===== src/rtl/rtc_cal_pkg.sv =====
package rtc_cal_pkg;

  localparam int NUM_FIELDS = 7;
  localparam int ADDR_W     = 3;

  localparam int F_SEC  = 0;
  localparam int F_MIN  = 1;
  localparam int F_HOUR = 2;
  localparam int F_DATE = 3;
  localparam int F_MON  = 4;
  localparam int F_YEAR = 5;
  localparam int F_DOW  = 6;

  // Strobes from control to datapath.
  typedef struct packed {
    logic                  advance;
    logic [NUM_FIELDS-1:0] wrSel;
    logic [7:0]            wrByte;
  } calStrobe_t;

  // Next packed-BCD value (no wrap).
  function automatic logic [7:0] bcdInc(input logic [7:0] v);
    if (v[3:0] == 4'd9) bcdInc = {v[7:4] + 4'd1, 4'd0};
    else                bcdInc = {v[7:4], v[3:0] + 4'd1};
  endfunction

  // Year divisible by 4: 10*t+u and 2*t+u agree modulo 4.
  function automatic logic leapYear(input logic [7:0] y);
    logic [5:0] s;
    s = {1'b0, y[7:4], 1'b0} + {2'b00, y[3:0]};
    leapYear = (s[1:0] == 2'b00);
  endfunction

  function automatic logic [7:0] monthLen(input logic [7:0] m, input logic [7:0] y);
    case (m)
      8'h02:                      monthLen = leapYear(y) ? 8'h29 : 8'h28;
      8'h04, 8'h06, 8'h09, 8'h11: monthLen = 8'h30;
      default:                    monthLen = 8'h31;
    endcase
  endfunction

  // Stored bits per field; others read zero.
  function automatic logic [7:0] fieldMask(input int idx);
    case (idx)
      F_SEC, F_MIN: fieldMask = 8'h7F;
      F_HOUR:       fieldMask = 8'hBF;
      F_DATE:       fieldMask = 8'h3F;
      F_MON:        fieldMask = 8'h1F;
      F_YEAR:       fieldMask = 8'hFF;
      default:      fieldMask = 8'h07;
    endcase
  endfunction

  // Hour step in either format.
  function automatic logic [7:0] hourStep(input logic [7:0] h);
    logic [7:0] t;
    if (h[7]) begin
      if (h[5:0] == 6'h23) hourStep = 8'h80;
      else begin
        t = bcdInc({2'b00, h[5:0]});
        hourStep = {2'b10, t[5:0]};
      end
    end else begin
      if (h[4:0] == 5'h12)      hourStep = {2'b00, h[5], 5'h01};
      else if (h[4:0] == 5'h11) hourStep = {2'b00, ~h[5], 5'h12};
      else begin
        t = bcdInc({3'b000, h[4:0]});
        hourStep = {2'b00, h[5], t[4:0]};
      end
    end
  endfunction

endpackage


===== src/rtl/rtc_cal_ctrl.sv =====
module rtc_cal_ctrl
  import rtc_cal_pkg::*;
#(
  parameter int PRESC_BITS = 15
) (
  input  logic                  clk,
  input  logic                  rstN,
  input  logic                  tick32k,
  input  logic                  wrEn,
  input  logic [ADDR_W-1:0]     wrAddr,
  input  logic [7:0]            wrData,
  input  logic                  loadStrobe,
  output calStrobe_t            strobe,
  output logic                  secTick,
  output logic [PRESC_BITS-1:0] prescTaps
);

  logic [PRESC_BITS-1:0] prescQ;
  logic [NUM_FIELDS-1:0] wrSel;
  logic                  rawTick;

  always_ff @(posedge clk or negedge rstN) begin
    if (!rstN)           prescQ <= '0;
    else if (loadStrobe) prescQ <= '0;
    else if (tick32k)    prescQ <= prescQ + 1'b1;
  end

  assign rawTick = tick32k && (&prescQ) && !loadStrobe;

  for (genvar g = 0; g < NUM_FIELDS; g++) begin : g_sel
    assign wrSel[g] = wrEn && (wrAddr == ADDR_W'(g));
  end

  // A byte write cancels the advance for that tick.
  assign strobe    = {rawTick && !wrEn, wrSel, wrData};
  assign secTick   = rawTick;
  assign prescTaps = prescQ;

endmodule


===== src/rtl/rtc_cal_datapath.sv =====
module rtc_cal_datapath
  import rtc_cal_pkg::*;
(
  input  logic                        clk,
  input  logic                        rstN,
  input  calStrobe_t                  strobe,
  output logic [NUM_FIELDS-1:0][7:0]  fields
);

  logic [NUM_FIELDS-1:0][7:0] fieldQ;
  logic [NUM_FIELDS-1:0][7:0] nextVal;
  logic [NUM_FIELDS-1:0]      incEn;
  logic secEnd, minEnd, dayEnd, dateEnd, monEnd;

  always_comb begin
    secEnd  = (fieldQ[F_SEC] == 8'h59);
    minEnd  = (fieldQ[F_MIN] == 8'h59);
    dayEnd  = fieldQ[F_HOUR][7] ? (fieldQ[F_HOUR][5:0] == 6'h23)
                                : (fieldQ[F_HOUR][5] && fieldQ[F_HOUR][4:0] == 5'h11);
    dateEnd = (fieldQ[F_DATE] == monthLen(fieldQ[F_MON], fieldQ[F_YEAR]));
    monEnd  = (fieldQ[F_MON] == 8'h12);

    incEn[F_SEC]  = strobe.advance;
    incEn[F_MIN]  = incEn[F_SEC] && secEnd;
    incEn[F_HOUR] = incEn[F_MIN] && minEnd;
    incEn[F_DATE] = incEn[F_HOUR] && dayEnd;
    incEn[F_DOW]  = incEn[F_DATE];
    incEn[F_MON]  = incEn[F_DATE] && dateEnd;
    incEn[F_YEAR] = incEn[F_MON] && monEnd;

    nextVal[F_SEC]  = secEnd  ? 8'h00 : bcdInc(fieldQ[F_SEC]);
    nextVal[F_MIN]  = minEnd  ? 8'h00 : bcdInc(fieldQ[F_MIN]);
    nextVal[F_HOUR] = hourStep(fieldQ[F_HOUR]);
    nextVal[F_DATE] = dateEnd ? 8'h01 : bcdInc(fieldQ[F_DATE]);
    nextVal[F_MON]  = monEnd  ? 8'h01 : bcdInc(fieldQ[F_MON]);
    nextVal[F_YEAR] = (fieldQ[F_YEAR] == 8'h99) ? 8'h00 : bcdInc(fieldQ[F_YEAR]);
    nextVal[F_DOW]  = (fieldQ[F_DOW][2:0] == 3'd6) ? 8'h00
                                                   : {5'b0, fieldQ[F_DOW][2:0] + 3'd1};
  end

  always_ff @(posedge clk or negedge rstN) begin
    if (!rstN) fieldQ <= '0;
    else begin
      for (int i = 0; i < NUM_FIELDS; i++) begin
        if (strobe.wrSel[i])  fieldQ[i] <= strobe.wrByte & fieldMask(i);
        else if (incEn[i])    fieldQ[i] <= nextVal[i];
      end
    end
  end

  assign fields = fieldQ;

endmodule


===== src/rtl/rtc_calendar.sv =====
module rtc_calendar
  import rtc_cal_pkg::*;
#(
  parameter int PRESC_BITS = 15
) (
  input  logic                  clk,
  input  logic                  rstN,
  input  logic                  tick32k,
  input  logic                  wrEn,
  input  logic [2:0]            wrAddr,
  input  logic [7:0]            wrData,
  input  logic                  loadStrobe,
  output logic [7:0]            secOut,
  output logic [7:0]            minOut,
  output logic [7:0]            hourOut,
  output logic [7:0]            dateOut,
  output logic [7:0]            monthOut,
  output logic [7:0]            yearOut,
  output logic [2:0]            dowOut,
  output logic                  secTick,
  output logic [PRESC_BITS-1:0] prescTaps
);

  calStrobe_t                 strobe;
  logic [NUM_FIELDS-1:0][7:0] fields;

  rtc_cal_ctrl #(.PRESC_BITS(PRESC_BITS)) u_ctrl (
    .clk        (clk),
    .rstN       (rstN),
    .tick32k    (tick32k),
    .wrEn       (wrEn),
    .wrAddr     (wrAddr),
    .wrData     (wrData),
    .loadStrobe (loadStrobe),
    .strobe     (strobe),
    .secTick    (secTick),
    .prescTaps  (prescTaps)
  );

  rtc_cal_datapath u_dp (
    .clk    (clk),
    .rstN   (rstN),
    .strobe (strobe),
    .fields (fields)
  );

  assign secOut   = fields[F_SEC];
  assign minOut   = fields[F_MIN];
  assign hourOut  = fields[F_HOUR];
  assign dateOut  = fields[F_DATE];
  assign monthOut = fields[F_MON];
  assign yearOut  = fields[F_YEAR];
  assign dowOut   = fields[F_DOW][2:0];

endmodule


===== config.mk =====
export PLATFORM = sky130hd
export DESIGN_NAME = rtc_calendar
export DESIGN_NICKNAME = d
export VERILOG_FILES = /design/src/rtl/rtc_cal_pkg.sv /design/src/rtl/rtc_cal_ctrl.sv /design/src/rtl/rtc_cal_datapath.sv /design/src/rtl/rtc_calendar.sv
export SDC_FILE = /design/constraint.sdc
export NUM_CORES = 1
export LEC_CHECK = 0
export ABC_CLOCK_PERIOD_IN_PS = 2500
export BUFFER_PORTS_ARGS = -buffer_cell sky130_fd_sc_hd__buf_2
export CORE_MARGIN = 4
export CORE_UTILIZATION = 30
export CTS_CLUSTER_DIAMETER = 40
export DETAILED_ROUTE_END_ITERATION = 16
export REMOVE_ABC_BUFFERS = 1
export SYNTH_ARGS = -nofsm -noshare
export SYNTH_HDL_FRONTEND = slang
export SYNTH_SLANG_ARGS = --single-unit

===== constraint.sdc =====
create_clock -name clk -period 2.5 [get_ports clk]
set_input_delay 0.125 -clock clk [delete_from_list [all_inputs] [get_ports clk]]
set_output_delay 0.125 -clock clk [all_outputs]
set_load 0.02 [all_outputs]

# After elaboration in Yosys (flattened, before gate mapping)
# Cells that the tools add are included.
[word_totals]
elab_cells = 154
register_bits = 66
[op_classes]
bitwise_logic = 8
muxes = 43
n_eq_ne = 28
reduce_logical = 44
add_sub_neg = 16
[ops]
columns = ["cell", "count"]
rows = [
  ["$mux W8", 30],
  ["$and A8 B8 Y8", 6],
  ["$add A4 B1 Y4 const B", 11],
  ["$mux W15", 2],
  ["$eq A4 B4 Y1 const B", 6],
  ["$mux W6", 3],
  ["$reduce_bool A3 Y1", 6],
  ["$eq A8 B3 Y1 const B", 2],
  ["$eq A8 B5 Y1 const B", 2],
  ["$eq A8 B7 Y1 const B", 2],
  ["$logic_and A1 B1 Y1", 16],
  ["$pmux W8 S2", 1],
  ["$reduce_bool A2 Y1", 8],
  ["$add A15 B1 Y15 const B", 1],
  ["$reduce_and A15 Y1", 1],
  ["$eq A3 B3 Y1 const B", 4],
  ["$mux W3", 4],
  ["$eq A5 B5 Y1 const B", 2],
  ["$reduce_and A2 Y1", 5],
  ["$eq A8 B2 Y1 const B", 1],
  ["$eq A8 B4 Y1 const B", 1],
  ["$eq A8 B8 Y1", 1],
  ["$eq A8 B8 Y1 const B", 1],
  ["$eq A3 B2 Y1 const B", 2],
  ["other kinds (19)", 21],
]

# Logic depth before layout (Yosys ltp)
# Gate-level depths: netlist (run 1).
[logic_depth]
ltp_word = 11
mapped_depth = 10
depth_no_buf = 8

# Cells and area by module
# A second synthesis (run 1) with hierarchy kept.
[unflattened]
cells_unflattened = 499
hier_area_um2 = 4351.7
[modules_own_cells]
columns = ["module", "instances", "area_per_inst_um2", "cells_each", "seq_area_each_um2"]
rows = [
  ["rtc_cal_datapath", 1, 3427.0, 397, 1251.2],
  ["rtc_cal_ctrl", 1, 924.6, 102, 375.4],
]

# Least setup slack after synthesis (run 1)
# Ideal clock, no wire load.
[synth_path]
path_type = "register -> register"
from = "reg u_dp.fieldQ, in the netlist u_dp.fields[36]"
to = "reg u_dp.fieldQ, in the netlist u_dp.fields[34]"
path_stages_with_launch = 9
setup_ns = 0.082
path_slack_ns = -0.250
arrival_ns = 2.668
required_time_ns = 2.418
path_cell_list = "dfrtp_1 -> inv_1 -> ha_1 -> or3b_1 -> o32a_1 -> or4b_4 -> a21o_1 -> or4_1 -> a31oi_1"
[synth_between]
elab_chain_cells = 6
word_cells_on_any_way = 14
classes_between = "eq/ne (7); mux (4); reduce/logical (3)"
[synth_lines]
columns = ["item", "line_no", "rtl"]
rows = [
  ["start: declaration", "rtc_cal_datapath.sv:10", "logic [NUM_FIELDS-1:0][7:0] fieldQ;"],
  ["start signal: indexed assignment", "rtc_cal_datapath.sv:45", "if (strobe.wrSel[i]) fieldQ[i] <= strobe.wrByte & fieldMask(i);"],
  ["start signal: indexed assignment", "rtc_cal_datapath.sv:46", "else if (incEn[i]) fieldQ[i] <= nextVal[i];"],
  ["$eq A8 B3 Y1, or another cell as far along", "rtc_cal_pkg.sv:35", "case (m)"],
  ["$reduce_or A4 Y1", "rtc_cal_pkg.sv:35", ""],
  ["$pmux W8 S2", "rtc_cal_pkg.sv:35", ""],
  ["$eq A8 B8 Y1", "rtc_cal_datapath.sv:20", "dateEnd = (fieldQ[F_DATE] == monthLen(fieldQ[F_MON], fieldQ[F_YEAR]));"],
  ["$logic_and A1 B1 Y1", "rtc_cal_datapath.sv:28", "incEn[F_MON] = incEn[F_DATE] && dateEnd;"],
  ["$reduce_bool A2 Y1 (no source line)", "--", ""],
]
# Parallel ways exist; a longest one is shown, timed or not. The select of a mux whose other input is x is not followed.
# A chain may end at the register's enable or synchronous reset.

# Final worst setup path (run 1)
[layout_path]
from = "reg u_dp.fieldQ, in the netlist u_dp.fields[37]"
to = "reg u_dp.fieldQ, in the netlist u_dp.fields[39]"
[layout_between]
elab_chain_cells = 7
word_cells_on_any_way = 18
classes_between = "add/sub (1); eq/ne (7); mux (5); reduce/logical (5)"
[layout_lines]
columns = ["item", "line_no"]
rows = [
  ["$eq A8 B3 Y1, or another cell as far along", "rtc_cal_pkg.sv:35"],
  ["$reduce_or A4 Y1", "rtc_cal_pkg.sv:35"],
  ["$pmux W8 S2", "rtc_cal_pkg.sv:35"],
  ["$eq A8 B8 Y1", "rtc_cal_datapath.sv:20"],
  ["$logic_and A1 B1 Y1", "rtc_cal_datapath.sv:28"],
  ["$reduce_bool A2 Y1 (no source line)", "--"],
  ["$reduce_and A2 Y1 (no source line)", "--"],
]
# Parallel ways exist; a longest one is shown, timed or not. The select of a mux whose other input is x is not followed.

==> impl.org, run 1 <==
** STA
- The total count of max-transition violations in the final report is 0.
- Max frequency :: 0.3751 GHz
- The final number of hold-violating endpoints came to 0.
- RSZ-0062 raised after global routing :: yes
- For the pin with the worst max-slew slack, the measured transition is 0.9654 ns.
- Minimum setup slack in the final design :: -0.1661 ns
- Adding up every negative setup slack in the final design gives -1.454 ns.
- Worst clock skew :: 0.005995 ns
- Part of the cycle the worst path needs :: 1.066
- Count of endpoints failing setup in the final report :: 17
- Worst relative slew slack :: 0.3540
- After layout, the minimum clock period comes to 2.666 ns.
- Hold is met by 0.05369 ns.

** Clock network
- Clock transition at the register clock pins on the worst setup and hold paths after CTS :: 0.06 ns
- CTS tree :: built
- The longest clock path from root to sink contains 2 buffers.
- CTS root buffer :: sky130_fd_sc_hd__clkbuf_16
- CTS HTree Levels :: 3
- The tree built by TritonCTS fans out to 65 sinks.
- CTS buffer count :: 9
- Clock latency on the worst-skew pair, taken at its later pin, is 0.34 ns.

** Logic synthesis
- Instance count of the mapped netlist :: 508
- The synthesized netlist occupies a cell area of 0.004303 sq mm.
- Number of flops mapped to enable cells by yosys :: 0
- Register bit total from synthesis :: 65
- The average instance in the mapped netlist occupies 8.470 sq um.
- During synthesis, Yosys emitted a total of 0 warnings.
- The number of different library cells used by synthesis comes to 61.
- For this run, the leading register cell type out of synthesis is sky130_fd_sc_hd__dfrtp_1.
- The largest total area in the synthesized netlist belongs to sky130_fd_sc_hd__dfrtp_1.
- For this run, the register share of the synthesized area comes to 0.3780.
- Async set-reset flop share out of synthesis :: 1.000
- The share of synthesized area in the top cell type comes to 0.3780.
- Most area-consuming cells after synthesis :: sky130_fd_sc_hd__dfrtp_1 (38%), sky130_fd_sc_hd__ha_1 (5.8%), sky130_fd_sc_hd__nor2_1 (4.9%)

** Pwr
- Of the total power, registers draw 0.348.
- For this design the ratio of total power to cell area is 659.8 mW/mm^2.
- For this design the total switching power over the nets is 1427 uW.
- Logic pwr share :: 0.354
- Max VDD drop :: 0.3138 mV
- Part of the power in the clock network :: 0.299
- Leak Pwr :: 0.002613 uW
- Cell-internal power :: 2499 uW
- Switching fraction of total power :: 0.3634
- Design Power :: 3926 uW

** Setup path
- STA puts the critical path data required time at 2.76 ns.
- Across all register-to-register paths, the minimum setup slack is -0.17 ns.
- The worst register-to-register path ends at u_dp.fields[39].
- The most critical setup path has its endpoint at u_dp.fields[39].
- Startpoint type of the worst setup path :: register
- Along the worst path, the maximum fanout reaches 6.
- The critical path starts at u_dp.fields[37].
- Data on the critical path arrives at its endpoint at 2.93 ns.
- Depth of the worst register-to-register path :: 8
- By startpoint and endpoint, the worst setup path is classified as reg -> reg.
- The worst register-to-register path begins at u_dp.fields[37].
- The worst setup path is captured at a register.

** Drt
- The first routing iteration left 531 violations.
- In the routed design, unresolved DRC markers number 0.
- DRT Pass-1 Iters :: 5
- Number of vias per cell :: 5.425
- Per-cell routed wire length :: 17.03 microns
- Number of antenna-violating nets in the routed design :: 0
- For this block, the routed nets add up to 14380 microns of wire.
- The detailed router placed 4579 vias in this run.

** Hold path
- Hold path depth :: 3
- Worst min-delay path class :: in -> reg

** GRT
- Largest net degree at the start of global routing :: 41
- Total congestion overflow :: 0
- Initial antenna violation count :: 0
- Total GRT Usage :: 0.1756
- The first global-routing pass estimated 22840 microns of wire.
- The number of global-route vias before repair is 4417.

** Final layout
- Once layout is complete, the utilization of the core stands at 0.4254.
- Area used by sequential logic in the layout :: 0.001628 sq mm
- The area growth from synthesis to layout is 38.30%.
- Fraction of layout instances using a drive strength above 1 :: 0.3107
- At the end of the flow, the number of nets in the layout was 696.
- Footprint of the multi-input gates :: 0.002706 sq mm
- The finished cells cover 0.005951 sq mm.
- After filler insertion, the fill cell instance count of the layout stands at 1415.

** Place
- Last weighted congestion value of the routability-driven placer :: 0.8873
- Buffers placed on the I/O ports in this run total 81.
- The wire-length estimate of the detail-placed layout is 10280 microns.
- Once placement finished, the instance area stood at 0.005370 sq mm.

** Floorplan
- Effective utilization at floorplan :: 0.3076
- 83 I/O pins were placed.
- In this run the standard cell core region covers 0.01399 sq mm.
- Die Outline Area :: 0.01632 sq mm
- In this run the vertical extent of the chip is 127.8 microns.
- Die boundary width :: 127.8 microns
- Total number of placement rows :: 43

** Run
- Max-Cap Viols :: 0

** Outcome
- The final reports fail on negative setup slack.
- The run finished, with violations left.
[cell families after synthesis]
family / share of synthesized area
buffers and inverters: 0.03867
AND/OR/NAND/NOR: 0.2841
other: 0.0008715
flip-flops: 0.3780
XOR/XNOR: 0.03257
AO/OA/AOI/OAI: 0.1890
multiplexers: 0.01861
adder cells (fa/ha/maj): 0.05816
[worst max-delay path, stage by stage, from the launching register on]
cell	delay [ns]
sky130_fd_sc_hd__dfrtp_1	0.39
sky130_fd_sc_hd__inv_2	0.10
sky130_fd_sc_hd__ha_4	0.15
sky130_fd_sc_hd__or3b_1	0.35
sky130_fd_sc_hd__o32a_1	0.18
sky130_fd_sc_hd__or4b_4	0.56
sky130_fd_sc_hd__a211o_4	0.41
sky130_fd_sc_hd__or3_4	0.37
sky130_fd_sc_hd__o211ai_1	0.08
[worst min-delay path by stage]
stage               slack, ns                  end      start
floorplan               -0.17  u_ctrl.prescTaps[0]       rstN
global placement         0.21      u_dp.fields[12]       rstN
detailed placement       0.21      u_dp.fields[13]       rstN
CTS                      0.04      u_dp.fields[23]  wrData[7]
global route             0.04      u_dp.fields[23]  wrData[7]
finish                   0.05      u_dp.fields[23]  wrData[7]
[power by group through the flow]
stage / Sequential, uW / Combinational, uW / Clock (uW)
2_1_floorplan: 1610 / 466 / 0
3_3_place_gp: 1360 / 1260 / 0
3_5_place_dp: 1370 / 1290 / 0
4_1_cts: 1360 / 1340 / 1210
5_1_grt: 1390 / 1530 / 1250
6_report: 1370 / 1390 / 1170
[cell usage after synthesis (all sizes together), types with 9 or more instances]
cell,n
inv,20
nand4,14
nand3,28
and3,9
nand2,52
nor2b,9
nor3,19
dfrtp,65
ha,20
xor2,9
clkbuf,12
a31oi,11
a21oi,29
nor2,56
o21ai,35
[metrics by stage]
stage,worst slack (ns),cells
finish,-0.1661,844
global route,-0.2406,843
CTS,-0.1450,839
detailed placement,-0.3381,818
global placement,-0.2395,818
floorplan,-0.5032,489
[timing repair]
action,in CTS,in global routing
setup endpoints to repair,21,26
hold buffers,1,0
pin swaps,23,10
gates resized for setup,32,26
endpoints found under the hold margin,25,0
buffers inserted,6,5
[cells in the final DEF, fill, tap and decap left out, types with 3 or more instances in the layout]
cell type / instances
sky130_fd_sc_hd__buf_2: 81
sky130_fd_sc_hd__buf_4: 71
sky130_fd_sc_hd__dfrtp_1: 64
sky130_fd_sc_hd__nor2_1: 56
sky130_fd_sc_hd__nand2_1: 52
sky130_fd_sc_hd__nand3_1: 27
sky130_fd_sc_hd__a21oi_1: 26
sky130_fd_sc_hd__o21ai_0: 23
sky130_fd_sc_hd__inv_1: 18
sky130_fd_sc_hd__ha_1: 18
sky130_fd_sc_hd__nor3_1: 17
sky130_fd_sc_hd__nand4_1: 14
sky130_fd_sc_hd__a31oi_1: 11
sky130_fd_sc_hd__and3_1: 9
sky130_fd_sc_hd__xor2_1: 9
sky130_fd_sc_hd__clkbuf_16: 9
sky130_fd_sc_hd__nand3b_1: 8
sky130_fd_sc_hd__nor2b_1: 8
sky130_fd_sc_hd__o21ai_1: 8
sky130_fd_sc_hd__xnor2_1: 7
sky130_fd_sc_hd__mux2i_1: 7
sky130_fd_sc_hd__or3_1: 6
sky130_fd_sc_hd__nor3b_1: 6
sky130_fd_sc_hd__and2_1: 5
sky130_fd_sc_hd__a221o_1: 5
sky130_fd_sc_hd__buf_6: 5
sky130_fd_sc_hd__nand4b_1: 4
sky130_fd_sc_hd__a22oi_1: 4
sky130_fd_sc_hd__a211oi_1: 4
sky130_fd_sc_hd__nand2b_1: 3
sky130_fd_sc_hd__a211o_1: 3
sky130_fd_sc_hd__o21ai_2: 3
sky130_fd_sc_hd__a21oi_2: 3
sky130_fd_sc_hd__o211ai_1: 3
sky130_fd_sc_hd__nor4b_1: 3
sky130_fd_sc_hd__o31ai_1: 3
sky130_fd_sc_hd__clkbuf_1: 3
[layer usage]
layer / wire (microns) / global-route usage
met5: 0 / 0
met4: 121 / 0.03745
met3: 1135 / 0.06042
met2: 6925 / 0.2936
met1: 6192 / 0.2201
[final cells by class]
cell class,instances,area share
clock buffers,14,0.04436
inverters,21,0.01346
diodes,1,0.0004205
well taps,180,0.03785
repair buffers,160,0.1756
multi-input cells,403,0.4548
flip-flops and latches,65,0.2735
[sequential cells by signal (all words and copies together) (netlist names)]
name              flops
u_ctrl.prescTaps     15
u_dp.fields          50
(Power assumes the default switching activity.)
==> inputs of run 2 (changes only) <==
--- a/config.mk
+++ b/config.mk
@@ -14,4 +14,5 @@
 export REMOVE_ABC_BUFFERS = 1
 export SYNTH_ARGS = -nofsm -noshare
 export SYNTH_HDL_FRONTEND = slang
+export SYNTH_HIERARCHICAL = 1
 export SYNTH_SLANG_ARGS = --single-unit
==> run 2 against run 1 <==
  * The flow still finishes with violations (negative setup slack)
  * Via count fell by 3.7%
  * Clock skew rose by 0.0013 ns
  * Global-route usage fell by 1.0 points
  * Flip-flop and latch count did not move
  * First-iteration DRC count fell by 40%
  * Register-to-register slack got worse by 0.27 ns
  * Synthesized area rose by 0.26%
  * Largest cell class unchanged
  * Largest power group is now registers
==> impl.org, run 2 <==
** Outcome
- The flow ran to the end, but the final reports show violations.
- Violated checks :: negative setup slack

** GRT
- Largest net degree at the start of global routing :: 28 (-32%)
- Initial antenna violation count :: 0 (unchanged)
- Total congestion overflow :: 0 (unchanged)
- Total GRT Usage :: 0.1654 (-0.01018)
- The number of global-route vias before repair was 4248 (-3.8%).
- Global-route wire length before repair :: 21580 microns (-5.5%)

** Final layout
- Fraction of layout instances using a drive strength above 1 :: 0.3573 (+0.04654)
- Non-filler cells, final :: 835 (-1.1%)
- The library cells used most frequently in the layout, excluding fill and tap cells, are sky130_fd_sc_hd__buf_4 (84), sky130_fd_sc_hd__buf_2 (81), sky130_fd_sc_hd__dfrtp_1 (65).
- Compared with the post-synthesis result, the final layout area differs by 39.88%.
- The number of diodes added for antenna fixing came to 0 (-1).
- Post-layout nets :: 685 (-1.6%)
- Total non-filler cell area in the finished layout :: 0.006035 sq mm (+1.4%)
- The flip-flop count of the largest register after layout is 50 (unchanged).
- Leaving out fill and tap cells, the most frequent cell in the layout is sky130_fd_sc_hd__buf_4.

** Hold path
- In this run the worst hold path is classified as in -> reg.
- Hold path depth :: 3 (unchanged)
- HP Start :: wrData[7]
- Hold Path End :: u_dp/fields[23]

** Drt
- Number of vias per cell :: 5.280 (-2.7%)
- The average wire per standard cell was 16.65 microns (-2.2%).
- Wire length on met3 :: 932 microns (-18%)
- The number of design rule violations left after detail routing was 0 (unchanged).
- Signal routing reaches up to met4.
- The sum of routed wire length over all layers is 13900 microns (-3.3%).
- Number of antenna-violating nets in the routed design :: 0 (unchanged)
- Routed met2 length :: 6859 microns (-0.95%)
- The number of vias after detailed routing was 4409 (-3.7%).
- The first-pass iteration count of the detailed router is 7 (+2).
- Number of violations reported at the end of detailed-routing iteration 0 :: 318 (-40%)
- The routed metal-1 wirelength was 5859 microns (-5.4%).

** STA
- Count of endpoints failing setup in the final report :: 31 (+14)
- Slew Viols, Final :: 0 (unchanged)
- Part of the cycle the worst path needs :: 1.174 (+0.1074)
- The worst setup skew after layout is 0.007278 ns (+0.001282 ns).
- Worst relative slew slack :: 0.5221 (+0.1681)
- Transition time of the tightest slew-check pin :: 0.7169 ns (-0.2485 ns)
- Minimum setup slack in the final design :: -0.4345 ns (-0.2685 ns)
- The shortest clock period the worst path allows after layout was 2.935 ns (+0.2685 ns).
- Hold violation total from the final report :: 0 (unchanged)
- Setup repair after global routing could not meet its margin everywhere.
- The highest clock rate was 0.3408 GHz (-9.1%).

** Pwr
- Flop pwr share :: 0.360 (+0.012)
- The combinational power share was 0.325 (-0.029).
- The standby leakage power is 0.002791 uW (+6.8%).
- The proportion of total power due to net switching is 0.3726 (+0.009138).
- Reported net switching power :: 1481 uW (+3.8%)
- The internal portion of total power is 2494 uW (-0.21%).
- Part of the power in the clock network :: 0.315 (+0.016)
- Max VDD drop :: 0.2459 mV (-22%)
- The power per unit of standard cell area was 658.7 mW/mm^2 (-0.17%).

** Run
- Max-Cap Viols :: 0 (unchanged)

** Setup path
- Register-to-register path setup slack :: -0.43 ns (-0.27 ns)
- The worst setup path is launched from a register.
- R2R Path End :: u_dp/fields[40]
- Sum of buffers and inverters on the critical path :: 2 (+1)
- The worst endpoint data arrival time was 3.20 ns (+0.27 ns).
- The worst setup path is captured at a register.
- Largest fanout on the critical path :: 5 (-1)
- In this design, the largest share of critical-path delay is due to simple AND/OR/NAND/NOR gates.
- CP max-delay cell :: sky130_fd_sc_hd__or4_4
- Depth of the worst register-to-register path :: 12 (+4)
- The critical path is of the reg -> reg type.
- Critical path's largest stage delay :: 0.53 ns (-0.03 ns)
- Critical register-to-register path startpoint :: u_ctrl/prescTaps[1]
- The data required time of the critical path was 2.77 ns (about the same).
- Traced cell by cell, the critical path runs through ha_2, nand2_1, or3_4, nor3_2, buf_4, nand4b_4, nor4b_4, and3_4, nand4_1, buf_6, or4_4, a31oi_4.

** Clock network
- Clock latency of the later-clocked register in the worst-skew pair :: 0.35 ns (about the same)
- CTS tree :: built
- CTS buffer count :: 9 (unchanged)
- CTS Buffer Depth :: 2 (unchanged)
- The CTS H-tree depth came to 3 (unchanged).
- Clock tree synthesis selected as its root buffer the cell sky130_fd_sc_hd__clkbuf_16.
- The clock-pin slew on the worst setup and hold paths came to 0.06 ns (about the same).
- The number of clock sinks seen by CTS is 65 (unchanged).

** Floorplan
- Effective utilization at floorplan :: 0.3084 (+0.0008050)
- Ports :: 83 (unchanged)
- Die Ht :: 127.9 microns (+0.13%)
- Core region area :: 0.01399 sq mm (unchanged)
- Total number of placement rows :: 43 (unchanged)
- Die boundary width :: 127.9 microns (+0.13%)
- The total die area is 0.01636 sq mm (+0.25%).

** Place
- The total placed instance area was 0.005334 sq mm (-0.68%).
- The placed wire-length estimate was 9685 microns (-5.8%).
- Number of I/O port buffers :: 81 (unchanged)
- Last weighted congestion value of the routability-driven placer :: 0.8438 (-4.9%)
- Post-placement setup slack :: -0.4667 ns (-0.1285 ns)
- Placed Cells incl. Taps :: 800 (-2.2%)

** Logic synthesis
- Area of the mapped netlist :: 0.004314 sq mm (+0.26%)
- The mean instance size in the synthesized netlist came to 8.733 sq um (+3.1%).
- Instance count of the mapped netlist :: 494 (-2.8%)
- The number of warning messages in the yosys log is 6 (+6).
## run 2: cell type report
cell class / instances / area [sq um]
multi-input cells: 374 / 2628
well taps: 180 / 225.2
fillers: 1371 / 7954
clock buffers: 11 / 232.7
flip-flops and latches: 65 / 1627
clock inverters: 4 / 45.04
inverters: 24 / 90.09
repair buffers: 177 / 1187
## run 2: per-layer routing
| layer | vias up | GRT usage |
|---|---|---|
| met5 | - | 0 |
| met4 | 0 | 0.04682 |
| met3 | 23 | 0.05292 |
| met2 | 124 | 0.2736 |
| met1 | 2139 | 0.2077 |
| li1 | 2123 | - |
## run 2: worst max path at each step
stage	start	end	cells past startpoint	slack [ns]
5_1_grt	u_ctrl/prescTaps[1]	u_dp/fields[40]	12	-0.54
4_1_cts	u_ctrl/prescTaps[1]	u_dp/fields[40]	12	-0.38
3_3_place_gp	u_ctrl/prescTaps[0]	u_dp/fields[40]	12	-0.37
3_5_place_dp	u_ctrl/prescTaps[0]	u_dp/fields[40]	12	-0.47
2_1_floorplan	u_ctrl/prescTaps[0]	u_dp/fields[40]	10	-1.64
6_report	u_ctrl/prescTaps[1]	u_dp/fields[40]	12	-0.43
## run 2: tightest hold or removal path: cells and delay by family
| kind | cells | cell delay, ns |
|---|---|---|
| buffers and inverters | 1 | 0.12 |
| AND/OR/NAND/NOR | 1 | 0.05 |
| AO/OA/AOI/OAI | 1 | 0.06 |
## run 2: stage by stage
step | setup TNS, ns | total power [uW] | utilization | hold WS (ns)
2_1_floorplan | -37.65 | 2111 | - | -0.1706
3_3_place_gp | -5.187 | 2616 | 0.3813 | 0.2200
3_5_place_dp | -6.852 | 2645 | 0.3813 | 0.2292
4_1_cts | -4.801 | 3931 | 0.4103 | 0.03125
5_1_grt | -10.66 | 4198 | 0.4314 | 0.06758
6_report | -6.468 | 3975 | 0.4314 | 0.05022
## run 2: repair_timing
action,CTS,global route
pin swaps,12,14
endpoints found under the setup margin,30,37
gates resized for setup,18,48
buffers inserted,4,14
endpoints found under the hold margin,24,0
gates cloned,1,1
hold buffers,1,0
## run 2: power groups by stage
stage	clock, uW	combinational (uW)	sequential, uW
finish	1250	1290	1430
global route	1320	1410	1460
CTS	1280	1230	1420
detailed placement	0	1210	1440
global placement	0	1190	1430
floorplan	0	484	1630
